$ cat src/rtl/can_mode_pkg.sv
package can_mode_pkg;

  typedef enum logic [1:0] {
    MODE_SLEEP  = 2'd0,
    MODE_INIT   = 2'd1,
    MODE_SYNC   = 2'd2,
    MODE_NORMAL = 2'd3
  } mode_e;

  localparam int STB_INIT_ACK  = 0;
  localparam int STB_SLEEP_ACK = 1;
  localparam int STB_ERR_FLAG  = 2;
  localparam int STB_WAKE_FLAG = 3;
  localparam int STB_TX        = 4;
  localparam int STB_RX        = 5;

  // Next value of a recessive-run counter on a bit strobe (saturating).
  function automatic int run_next(input int cur, input logic bit_val, input int limit);
    if (!bit_val) return 0;
    if (cur >= limit) return limit;
    return cur + 1;
  endfunction

  // Write-one-to-clear flag update; a set event wins over a clear.
  function automatic logic flag_next(input logic cur, input logic set_ev, input logic clr_ev);
    return set_ev | (cur & ~clr_ev);
  endfunction

endpackage

$ cat src/rtl/can_recessive_sync.sv
module can_recessive_sync #(
  parameter int RUN_LEN = 11
) (
  input  logic clk,
  input  logic rst_n,
  input  logic active,
  input  logic bit_tick,
  input  logic rx_bit,
  output logic run_done
);
  import can_mode_pkg::*;

  localparam int CW = $clog2(RUN_LEN + 1);

  logic [CW-1:0] run_cnt;
  logic          dom_restart;
  logic          rec_step;

  assign dom_restart = active & bit_tick & ~rx_bit;
  assign rec_step    = active & bit_tick & rx_bit;

  always_ff @(posedge clk or negedge rst_n) begin
    if (!rst_n) begin
      run_cnt <= '0;
    end else if (!active) begin
      run_cnt <= '0;
    end else if (bit_tick) begin
      run_cnt <= CW'(run_next(int'(run_cnt), rx_bit, RUN_LEN));
    end
  end

  assign run_done = active & (int'(run_cnt) == RUN_LEN);

  // count never leaves its range
  assert_cnt_bound_R5: assert property (@(posedge clk) disable iff (!rst_n)
    int'(run_cnt) <= RUN_LEN);

  // one dominant bit restarts the run
  assert_dominant_restart_R5: assert property (@(posedge clk) disable iff (!rst_n)
    dom_restart |=> run_cnt == '0);

  // without a strobe the count holds
  assert_hold_no_tick_R5: assert property (@(posedge clk) disable iff (!rst_n)
    (active && !bit_tick && !rec_step && $past(active)) |=> $stable(run_cnt) || !active);

endmodule

$ cat src/rtl/can_mode_fsm.sv
module can_mode_fsm (
  input  logic clk,
  input  logic rst_n,
  input  logic sleep_req,
  input  logic init_req,
  input  logic auto_wake_en,
  input  logic bus_busy,
  input  logic sof_det,
  input  logic sync_done,
  output logic sync_active,
  output logic init_ack,
  output logic sleep_ack,
  output logic wake_evt,
  output logic kill_evt
);
  import can_mode_pkg::*;

  mode_e mode_q, mode_d;
  logic  from_sleep_q, from_sleep_d;
  logic  kill_q;
  logic  sleep_eff;
  logic  refuse_cond;

  assign sleep_eff = sleep_req & ~kill_q;

  // Active-mode sleep refusal condition (auto wakeup on, bus busy)
  assign refuse_cond = (mode_q == MODE_SYNC || mode_q == MODE_NORMAL) &&
                       !init_req && sleep_eff && auto_wake_en && bus_busy;

  always_comb begin
    mode_d       = mode_q;
    from_sleep_d = from_sleep_q;
    wake_evt     = 1'b0;
    kill_evt     = 1'b0;
    unique case (mode_q)
      MODE_SLEEP: begin
        if (init_req) begin
          if (!bus_busy) mode_d = MODE_INIT;
        end else if (sof_det) begin
          wake_evt = 1'b1;
          if (auto_wake_en && sleep_eff) begin
            kill_evt     = 1'b1;
            mode_d       = MODE_SYNC;
            from_sleep_d = 1'b1;
          end
        end else if (!sleep_eff) begin
          mode_d       = MODE_SYNC;
          from_sleep_d = 1'b1;
        end
      end
      MODE_INIT: begin
        if (!init_req) begin
          if (sleep_eff) begin
            mode_d = MODE_SLEEP;
          end else begin
            mode_d       = MODE_SYNC;
            from_sleep_d = 1'b0;
          end
        end
      end
      default: begin
        if (init_req) begin
          if (!bus_busy) mode_d = MODE_INIT;
        end else if (sleep_eff) begin
          if (auto_wake_en && bus_busy) begin
            kill_evt = 1'b1;
            wake_evt = 1'b1;
          end else if (!bus_busy) begin
            mode_d = MODE_SLEEP;
          end
        end else if (mode_q == MODE_SYNC && sync_done) begin
          mode_d = MODE_NORMAL;
        end
      end
    endcase
  end

  always_ff @(posedge clk or negedge rst_n) begin
    if (!rst_n) begin
      mode_q       <= MODE_SLEEP;
      from_sleep_q <= 1'b1;
      kill_q       <= 1'b0;
    end else begin
      mode_q       <= mode_d;
      from_sleep_q <= from_sleep_d;
      if (kill_evt)       kill_q <= 1'b1;
      else if (!sleep_req) kill_q <= 1'b0;
    end
  end

  assign sync_active = (mode_q == MODE_SYNC);
  assign init_ack    = (mode_q == MODE_INIT)  || (sync_active && !from_sleep_q);
  assign sleep_ack   = (mode_q == MODE_SLEEP) || (sync_active &&  from_sleep_q);

  // the two acknowledges are never set together
  assert_ack_exclusive_R2: assert property (@(posedge clk) disable iff (!rst_n)
    $onehot0({init_ack, sleep_ack}));

  // Initialization is only entered with an idle bus
  assert_init_entry_idle_R3: assert property (@(posedge clk) disable iff (!rst_n)
    (mode_q == MODE_INIT && $past(mode_q) != MODE_INIT) |-> $past(!bus_busy));

  // Normal is only reached after a complete recessive run
  assert_sync_exit_R4: assert property (@(posedge clk) disable iff (!rst_n)
    (mode_q == MODE_NORMAL && $past(mode_q) == MODE_SYNC) |-> $past(sync_done));

  // Sleep from an active mode only with an idle bus
  assert_sleep_entry_idle_R6: assert property (@(posedge clk) disable iff (!rst_n)
    (mode_q == MODE_SLEEP && ($past(mode_q) == MODE_NORMAL || $past(mode_q) == MODE_SYNC))
      |-> $past(!bus_busy));

  // a refused request never lands in Sleep
  assert_refuse_R7: assert property (@(posedge clk) disable iff (!rst_n)
    refuse_cond |=> (mode_q != MODE_SLEEP) && kill_q);

endmodule

$ cat src/rtl/can_status_flags.sv
module can_status_flags #(
  parameter int NUM_ERR_SRC = 6
) (
  input  logic                   clk,
  input  logic                   rst_n,
  input  logic                   wake_evt,
  input  logic [NUM_ERR_SRC-1:0] err_hit,
  input  logic [NUM_ERR_SRC-1:0] err_hit_en,
  input  logic                   wake_ie,
  input  logic                   err_ie,
  input  logic                   st_wr,
  input  logic [7:0]             st_wdata,
  output logic                   wake_flag,
  output logic                   err_flag,
  output logic                   irq
);
  import can_mode_pkg::*;

  logic                   err_evt;
  logic                   wake_clr;
  logic                   err_clr;
  logic [NUM_ERR_SRC-1:0] err_qual;

  for (genvar g = 0; g < NUM_ERR_SRC; g++) begin : g_err_qual
    assign err_qual[g] = err_hit[g] & err_hit_en[g];
  end

  assign err_evt  = |err_qual;
  assign wake_clr = st_wr & st_wdata[STB_WAKE_FLAG];
  assign err_clr  = st_wr & st_wdata[STB_ERR_FLAG];

  always_ff @(posedge clk or negedge rst_n) begin
    if (!rst_n) begin
      wake_flag <= 1'b0;
      err_flag  <= 1'b0;
    end else begin
      wake_flag <= flag_next(wake_flag, wake_evt, wake_clr);
      err_flag  <= flag_next(err_flag, err_evt, err_clr);
    end
  end

  assign irq = (wake_flag & wake_ie) | (err_flag & err_ie);

  // write 1 with no new event clears the wakeup flag
  assert_wake_w1c_R9: assert property (@(posedge clk) disable iff (!rst_n)
    (wake_clr && !wake_evt) |=> !wake_flag);

  // writing 0 never clears the wakeup flag
  assert_wake_hold_R9: assert property (@(posedge clk) disable iff (!rst_n)
    (wake_flag && !wake_clr) |=> wake_flag);

  // write 1 with no new event clears the error flag
  assert_err_w1c_R10: assert property (@(posedge clk) disable iff (!rst_n)
    (err_clr && !err_evt) |=> !err_flag);

  // no interrupt without a flag
  assert_irq_source_R11: assert property (@(posedge clk) disable iff (!rst_n)
    irq |-> (wake_flag || err_flag));

endmodule

$ cat src/rtl/can_mode_seq.sv
module can_mode_seq #(
  parameter int NUM_ERR_SRC = 6,
  parameter int SYNC_BITS   = 11
) (
  input  logic                   clk,
  input  logic                   rst_n,
  input  logic                   sleep_req,
  input  logic                   init_req,
  input  logic                   auto_wake_en,
  input  logic                   tx_active,
  input  logic                   rx_active,
  input  logic                   frame_busy,
  input  logic                   rx_bit,
  input  logic                   bit_tick,
  input  logic                   sof_det,
  input  logic [NUM_ERR_SRC-1:0] err_hit,
  input  logic [NUM_ERR_SRC-1:0] err_hit_en,
  input  logic                   wake_ie,
  input  logic                   err_ie,
  input  logic                   st_wr,
  input  logic [7:0]             st_wdata,
  output logic [7:0]             status,
  output logic                   irq,
  output logic                   sleep_req_clr
);
  import can_mode_pkg::*;

  logic bus_busy;
  logic sync_active;
  logic sync_done;
  logic init_ack;
  logic sleep_ack;
  logic wake_evt;
  logic kill_evt;
  logic wake_flag;
  logic err_flag;

  assign bus_busy = tx_active | rx_active | frame_busy;

  can_mode_fsm u_fsm (
    .clk          (clk),
    .rst_n        (rst_n),
    .sleep_req    (sleep_req),
    .init_req     (init_req),
    .auto_wake_en (auto_wake_en),
    .bus_busy     (bus_busy),
    .sof_det      (sof_det),
    .sync_done    (sync_done),
    .sync_active  (sync_active),
    .init_ack     (init_ack),
    .sleep_ack    (sleep_ack),
    .wake_evt     (wake_evt),
    .kill_evt     (kill_evt)
  );

  can_recessive_sync #(.RUN_LEN(SYNC_BITS)) u_sync (
    .clk      (clk),
    .rst_n    (rst_n),
    .active   (sync_active),
    .bit_tick (bit_tick),
    .rx_bit   (rx_bit),
    .run_done (sync_done)
  );

  can_status_flags #(.NUM_ERR_SRC(NUM_ERR_SRC)) u_flags (
    .clk        (clk),
    .rst_n      (rst_n),
    .wake_evt   (wake_evt),
    .err_hit    (err_hit),
    .err_hit_en (err_hit_en),
    .wake_ie    (wake_ie),
    .err_ie     (err_ie),
    .st_wr      (st_wr),
    .st_wdata   (st_wdata),
    .wake_flag  (wake_flag),
    .err_flag   (err_flag),
    .irq        (irq)
  );

  always_comb begin
    status                = '0;
    status[STB_INIT_ACK]  = init_ack;
    status[STB_SLEEP_ACK] = sleep_ack;
    status[STB_ERR_FLAG]  = err_flag;
    status[STB_WAKE_FLAG] = wake_flag;
    status[STB_TX]        = tx_active;
    status[STB_RX]        = rx_active;
  end

  assign sleep_req_clr = kill_evt;

  // reserved bits stay zero
  assert_reserved_zero_R2: assert property (@(posedge clk) disable iff (!rst_n)
    status[7:6] == 2'b00);

  // hardware drop of the request only with auto wakeup on
  assert_clr_needs_awake_R8: assert property (@(posedge clk) disable iff (!rst_n)
    sleep_req_clr |-> (auto_wake_en && sleep_req));

endmodule

$ cat config.mk
export PLATFORM = sky130hd
export DESIGN_NAME = can_mode_seq
export DESIGN_NICKNAME = d
export VERILOG_FILES = /design/src/rtl/can_mode_pkg.sv /design/src/rtl/can_recessive_sync.sv /design/src/rtl/can_mode_fsm.sv /design/src/rtl/can_status_flags.sv /design/src/rtl/can_mode_seq.sv
export SDC_FILE = /design/constraint.sdc
export NUM_CORES = 1
export LEC_CHECK = 0
export ABC_AREA = 1
export ABC_CLOCK_PERIOD_IN_PS = 1500
export BUFFER_PORTS_ARGS = -buffer_cell sky130_fd_sc_hd__buf_4
export CAP_MARGIN = 20
export CORE_MARGIN = 4
export CORE_UTILIZATION = 43
export CTS_CLUSTER_DIAMETER = 50
export CTS_CLUSTER_SIZE = 24
export DETAILED_ROUTE_END_ITERATION = 8
export GPL_ROUTABILITY_DRIVEN = 0
export PLACE_DENSITY = 0.85
export SLEW_MARGIN = 20
export SYNTH_ARGS = -nofsm -noshare
export SYNTH_HDL_FRONTEND = slang
export SYNTH_SLANG_ARGS = --single-unit
$ cat constraint.sdc
create_clock -name clk -period 1.5 [get_ports clk]
set_input_delay 0.3 -clock clk [delete_from_list [all_inputs] [get_ports clk]]
set_output_delay 0.3 -clock clk [all_outputs]
set_load 0.02 [all_outputs]
# Yosys cells after proc, flatten, opt, wreduce, memory -nomap -nowiden
# Cells that the tools add are included.
dict set report word_totals {
  regBits 10
  out_inout_bits 10
  word_cells 102
}
dict set report op_classes {
  n_addsub 1
  magnitude_cmp 1
  eq_ne 14
  muxes 44
  bitwise 22
  reduce_logical 14
}
# cell count
set op_table {}
lappend op_table {{$mux 2} 12}
lappend op_table {{$mux 1} 23}
lappend op_table {{$mux 4} 5}
lappend op_table {{$and 1x1->1} 14}
lappend op_table {{$reduce_and 6->1} 2}
lappend op_table {{$ne 5x5->1 const B} 2}
lappend op_table {{$ne 2x2->1 const B} 4}
lappend op_table {{$pmux 1 s2} 3}
lappend op_table {{$reduce_or 6->1} 1}
lappend op_table {{$logic_and 1x1->1} 5}
lappend op_table {{$or 1x1->1} 5}
lappend op_table {{$reduce_bool 5->1} 1}
lappend op_table {{$add 4x1->4 const B} 1}
lappend op_table {{$eq 4x4->1 const B} 1}
lappend op_table {{$ge 4x4->1 const B} 1}
lappend op_table {{$ne 4x3->1 const B} 1}
lappend op_table {{$ne 4x4->1 const B} 1}
lappend op_table {{$pmux 2 s2} 1}
lappend op_table {{$ne 3x2->1 const B} 1}
lappend op_table {{$ne 3x3->1 const B} 1}
lappend op_table {{$not 1->1} 3}
lappend op_table {{$eq 2x1->1 const B} 1}
lappend op_table {{$eq 2x2->1 const B} 1}
lappend op_table {{$logic_not 2->1} 1}
lappend op_table {{other kinds (4)} 5}

# Longest topological paths before layout
dict set report depth {
  depth_word 10
  mapped_depth 8
  depth_no_buf 8
}

# Modules after synthesis
# Synthesis repeated with hierarchy kept, for this count alone.
dict set report hier_totals {
  hier_cells 126
  area_unflattened_um2 784.5
}
# mod n_inst cells_each area_per_inst_um2 seq_area_each_um2
set by_module_without_submodules {}
lappend by_module_without_submodules {can_mode_fsm 1 61 350.3 101.3}
lappend by_module_without_submodules {can_recessive_sync 1 34 230.2 100.1}
lappend by_module_without_submodules {can_status_flags 1 19 128.9 50.0}
lappend by_module_without_submodules {can_mode_seq 1 12 75.1 0.0}

# Worst setup path before layout
# OpenSTA, ideal clock, no wires.
dict set report synth_timing {
  path_type {register to output}
  startpoint {reg u_fsm.mode_q[0]}
  endpoint {out sleep_req_clr}
  arrival_time_ns 0.979
  required_ns 1.200
  path_slack_ns 0.221
  path_stages_with_launch 6
  path_buffers 0
  cell_sequence {dfrtp_1 -> nor2_1 -> nand2_1 -> nand2_1 -> nand2_1 -> inv_1}
}
dict set report synth_via {
  elab_chain_len 2
}
# element line
set synth_rtl {}
lappend synth_rtl {{start: declaration} can_mode_fsm.sv:18} ;# mode_e mode_q, mode_d;
lappend synth_rtl {{start signal: assignment} can_mode_fsm.sv:84} ;# mode_q <= mode_d;
lappend synth_rtl {{$eq 2x1->1 or $logic_not 2->1 (tied branches)} can_mode_fsm.sv:35} ;# unique case (mode_q)
lappend synth_rtl {{$pmux 1 s2 (*)} can_mode_fsm.sv:35}
lappend synth_rtl {{end: declaration} can_mode_seq.sv:24} ;# output logic sleep_req_clr
# Mark *: on every way between the ends. The rest lies on a longest branch, timed or not.

# Worst setup path after layout
dict set report layout_timing {
  startpoint {reg u_fsm.kill_q}
  endpoint {out sleep_req_clr}
}
dict set report layout_via {
  elab_chain_len 7
}
# element line
set layout_rtl {}
lappend layout_rtl {{start: declaration} can_mode_fsm.sv:20} ;# logic kill_q;
lappend layout_rtl {{start signal: assignment} can_mode_fsm.sv:82} ;# kill_q <= 1'b0;
lappend layout_rtl {{start signal: assignment} can_mode_fsm.sv:86} ;# if (kill_evt) kill_q <= 1'b1;
lappend layout_rtl {{start signal: assignment} can_mode_fsm.sv:87} ;# else if (!sleep_req) kill_q <= 1'b0;
lappend layout_rtl {{$not 1->1 (*)} can_mode_fsm.sv:24} ;# assign sleep_eff = sleep_req & ~kill_q;
lappend layout_rtl {{$and 1x1->1 (*)} can_mode_fsm.sv:24}
lappend layout_rtl {{$logic_and 1x1->1} can_mode_fsm.sv:41} ;# if (auto_wake_en && sleep_eff) begin
lappend layout_rtl {{$mux 1} can_mode_fsm.sv:41}
lappend layout_rtl {{$mux 1} can_mode_fsm.sv:39} ;# end else if (sof_det) begin
lappend layout_rtl {{$mux 1} can_mode_fsm.sv:37} ;# if (init_req) begin
lappend layout_rtl {{$pmux 1 s2 (*)} can_mode_fsm.sv:35}
# Marks and branches as above.

==> reports/metrics.yaml <==
status: "finished, violations left"
failed_checks: "setup timing"
powerDensity_nw_per_um2: 1250
skew_ns: 0.00326
fin_nets: 199
nFillCells: 132
design_area_sq_um: 1180
drc_errors: 0
startpoint_type: "flop"
grt.total_usage_pct: 18.7
vias: 971
finalCriticalPeriod_ns: 1.60
rsz0062_at_grt: "yes"
synth_cell_type_count: 23
diodes: 0
synthesis.area_sq_um: 786
dieArea_sq_um: 2580
min_path_type: "in2reg"
cp_max_fo: 3
critPathMaxStageDelay_ns: 0.40
dr.pass1.iters: 4
power.leakage_uw: 0.000666
synth-seq-cells: 10
place_area_sq_um: 1030
cts_buffers: 3
portBuffers: 35
cp-end-kind: "output pin"
row_count: 15
area_growth_pct: 50.5
dp_hpwl_mm: 1.60
slew_viol_final: 0
critical_path_class: "reg2out"
core_sq_um: 1730
initial_core_util_pct: 45.5
first_global_vias: 937
hold_viol_final: 0
netlist_instances: 119
cp_cell_sequence: "inv_2 > nand3_4 > inv_2 > nand3_2 > nand2_1 > nand2_1 > inv_1 > buf_6"
drt_iter0_markers: 29
cts_root_buf: "clkbuf_4"
vias_per_cell: 5.16
setup_slack_ns: -0.0991
grt_remaining_overflow: 0
die_y_microns: 50.7
drive_gt1_share_pct: 39.9
postRouteWirelength_mm: 2.24
max_freq_ghz: 0.625
antenna_left: 0
grt_pass1_wl_mm: 3.67
clk_pin_slew_worst_paths_ns: 0.07
setup_violations: 1
synth-seq-area-share_pct: 32.0
wire_per_inst_microns: 11.9
yosysWarnings: 0
period_share_pct: 107
die_x_microns: 50.7
cts_tree: "yes"
ir_drop_mv: 0.968
crit_path_top_delay_cell: "dfrtp_1"
antenna_found_initial: 0
ys_top_cells_by_area: "dfrtp_1 29%, nand2_1 17%, nand3_1 8.3%, inv_1 8.1%, buf_4 7.6%"
yosys.area.top_type_share_pct: 28.7
clk_latency_ns: 0.27
yosysTopAreaCell: "dfrtp_1"
critPathArrivalTime_ns: 1.30
avgSynthCellArea_sq_um: 6.60
tns_ns: -0.0991
ios: 44
cts_max_level: 1
crit_required_ns: 1.20
grt_max_degree: 11
cts_num_sinks: 10
cts_buffer_depth: 2
drv_cap: 0
## metal layers
layer | global-route usage [%] | routed length [microns] | up-vias | part of all wire [%]
li1 | - | - | 464 | -
met1 | 17.6 | 814 | 444 | 36
met2 | 38.0 | 1170 | 51 | 52
met3 | 2.97 | 180 | 12 | 8.0
met4 | 8.52 | 79 | 0 | 3.5
met5 | 0 | 0 | - | 0
## path summary, 6_finish.rpt
check / cells past startpoint / slack (ns) / endpoint / startpoint
setup / recovery: 8 / -0.1 / sleep_req_clr / u_fsm.kill_q
hold / removal: 3 / 0.25 / u_flags.err_flag / err_hit_en[4]
setup reg to reg: 8 / 0.07 / u_fsm.mode_q[0] / u_fsm.kill_q
hold reg to reg: 2 / 0.47 / u_fsm.from_sleep_q / u_fsm.from_sleep_q
max in group asynchronous: 2 / 0.89 / u_fsm.from_sleep_q / rst_n
min in group asynchronous: 2 / 0.39 / u_fsm.kill_q / rst_n
## cells by family (layout without fill, tap and decap cells)
group                      after synthesis  in the layout  synth area share (%)
and+or+nand+nor                         65             65                  37.3
buffers and inverters                   26             69                  16.2
AOI/OAI and AO/OA                       15             15                  11.3
DFF                                     10             10                  32.0
adders and majority gates                1              1                  1.59
other                                    1              2                 0.477
xor gates and xnor gates                 1              1                  1.11
## cells in the final DEF (no fill, tap or decap), drive strengths merged
cell	n
dfstp	1
clkbuf	4
a221oi	1
and2	1
dlygate4sd3	1
nand2	36
a21oi	2
o21ai	8
nor2	10
conb	2
ha	1
a211oi	1
nand4	3
nand3	15
xor2	1
o211ai	1
buf	46
inv	18
a22o	1
dfrtp	9
a31oi	1
## power breakdown
group          internal (uW)  total (uW)  leakage [uW]  switching, uW
logic                    376         828      0.000521            452
clock network            148         247     0.0000210           99.0
registers                347         407      0.000124           60.8
## state kept, by name, summed over array words and instances, names as in the netlist
register,flops
u_flags.wake_flag,1
u_fsm.from_sleep_q,1
u_flags.err_flag,1
u_fsm.kill_q,1
u_fsm.mode_q,2
u_sync.run_cnt,4
## what timing repair did
| item | in CTS | in global routing |
|---|---|---|
| setup endpoints to repair | 2 | 3 |
| pin swaps | 2 | 2 |
| hold endpoints to repair | 9 | 0 |
| setup buffers | 8 | 2 |
| cloned | 0 | 0 |
| hold buffers | 1 | 0 |
| resized for setup | 10 | 2 |
## cell usage after synthesis
cell      number
a211oi_1       1
conb_1         1
nand3_2        2
nor2_2         1
inv_1         17
xor2_1         1
ha_1           1
inv_2          1
nand3_1       13
a31oi_1        1
nor2_1         8
nand2_1       36
dfrtp_1        9
a21oi_1        2
a22o_1         1
a221oi_1       1
and2_1         1
nand4_1        3
buf_4          8
o21ai_0        8
dfstp_2        1
o211ai_1       1
nor2_4         1
## cell type report
type	count	area, sq um	share of cell area, %
Multi-Input combinational cell	84	435	36.8
Sequential cell	10	253	21.4
Inverter	18	67.6	5.71
Timing Repair Buffer	47	359	30.4
Clock buffer	4	36.3	3.07
Tap cell	25	31.3	2.65
## worst max-delay path: cells and delay by family (launching register included)
kind	cells	cell delay (ns)
buffers and inverters	4	0.34
DFF	1	0.40
and+or+nand+nor	4	0.28
## per-stage QoR
stage / worst slack (ns) / hold WS [ns] / total power [uW] / std cells / utilization [%]
after detailed placement: 0.133 / 0.138 / 1070 / 173 / 59.7
final: -0.0991 / 0.246 / 1480 / 188 / 68.5
after floorplan: 0.221 / 0.00441 / 890 / 120 / -
after global placement: 0.137 / 0.136 / 1050 / 173 / 59.7
after global routing: -0.150 / 0.276 / 1590 / 188 / 68.5
after CTS: -0.0360 / 0.252 / 1440 / 186 / 67.0
(Power assumes the default switching activity.)
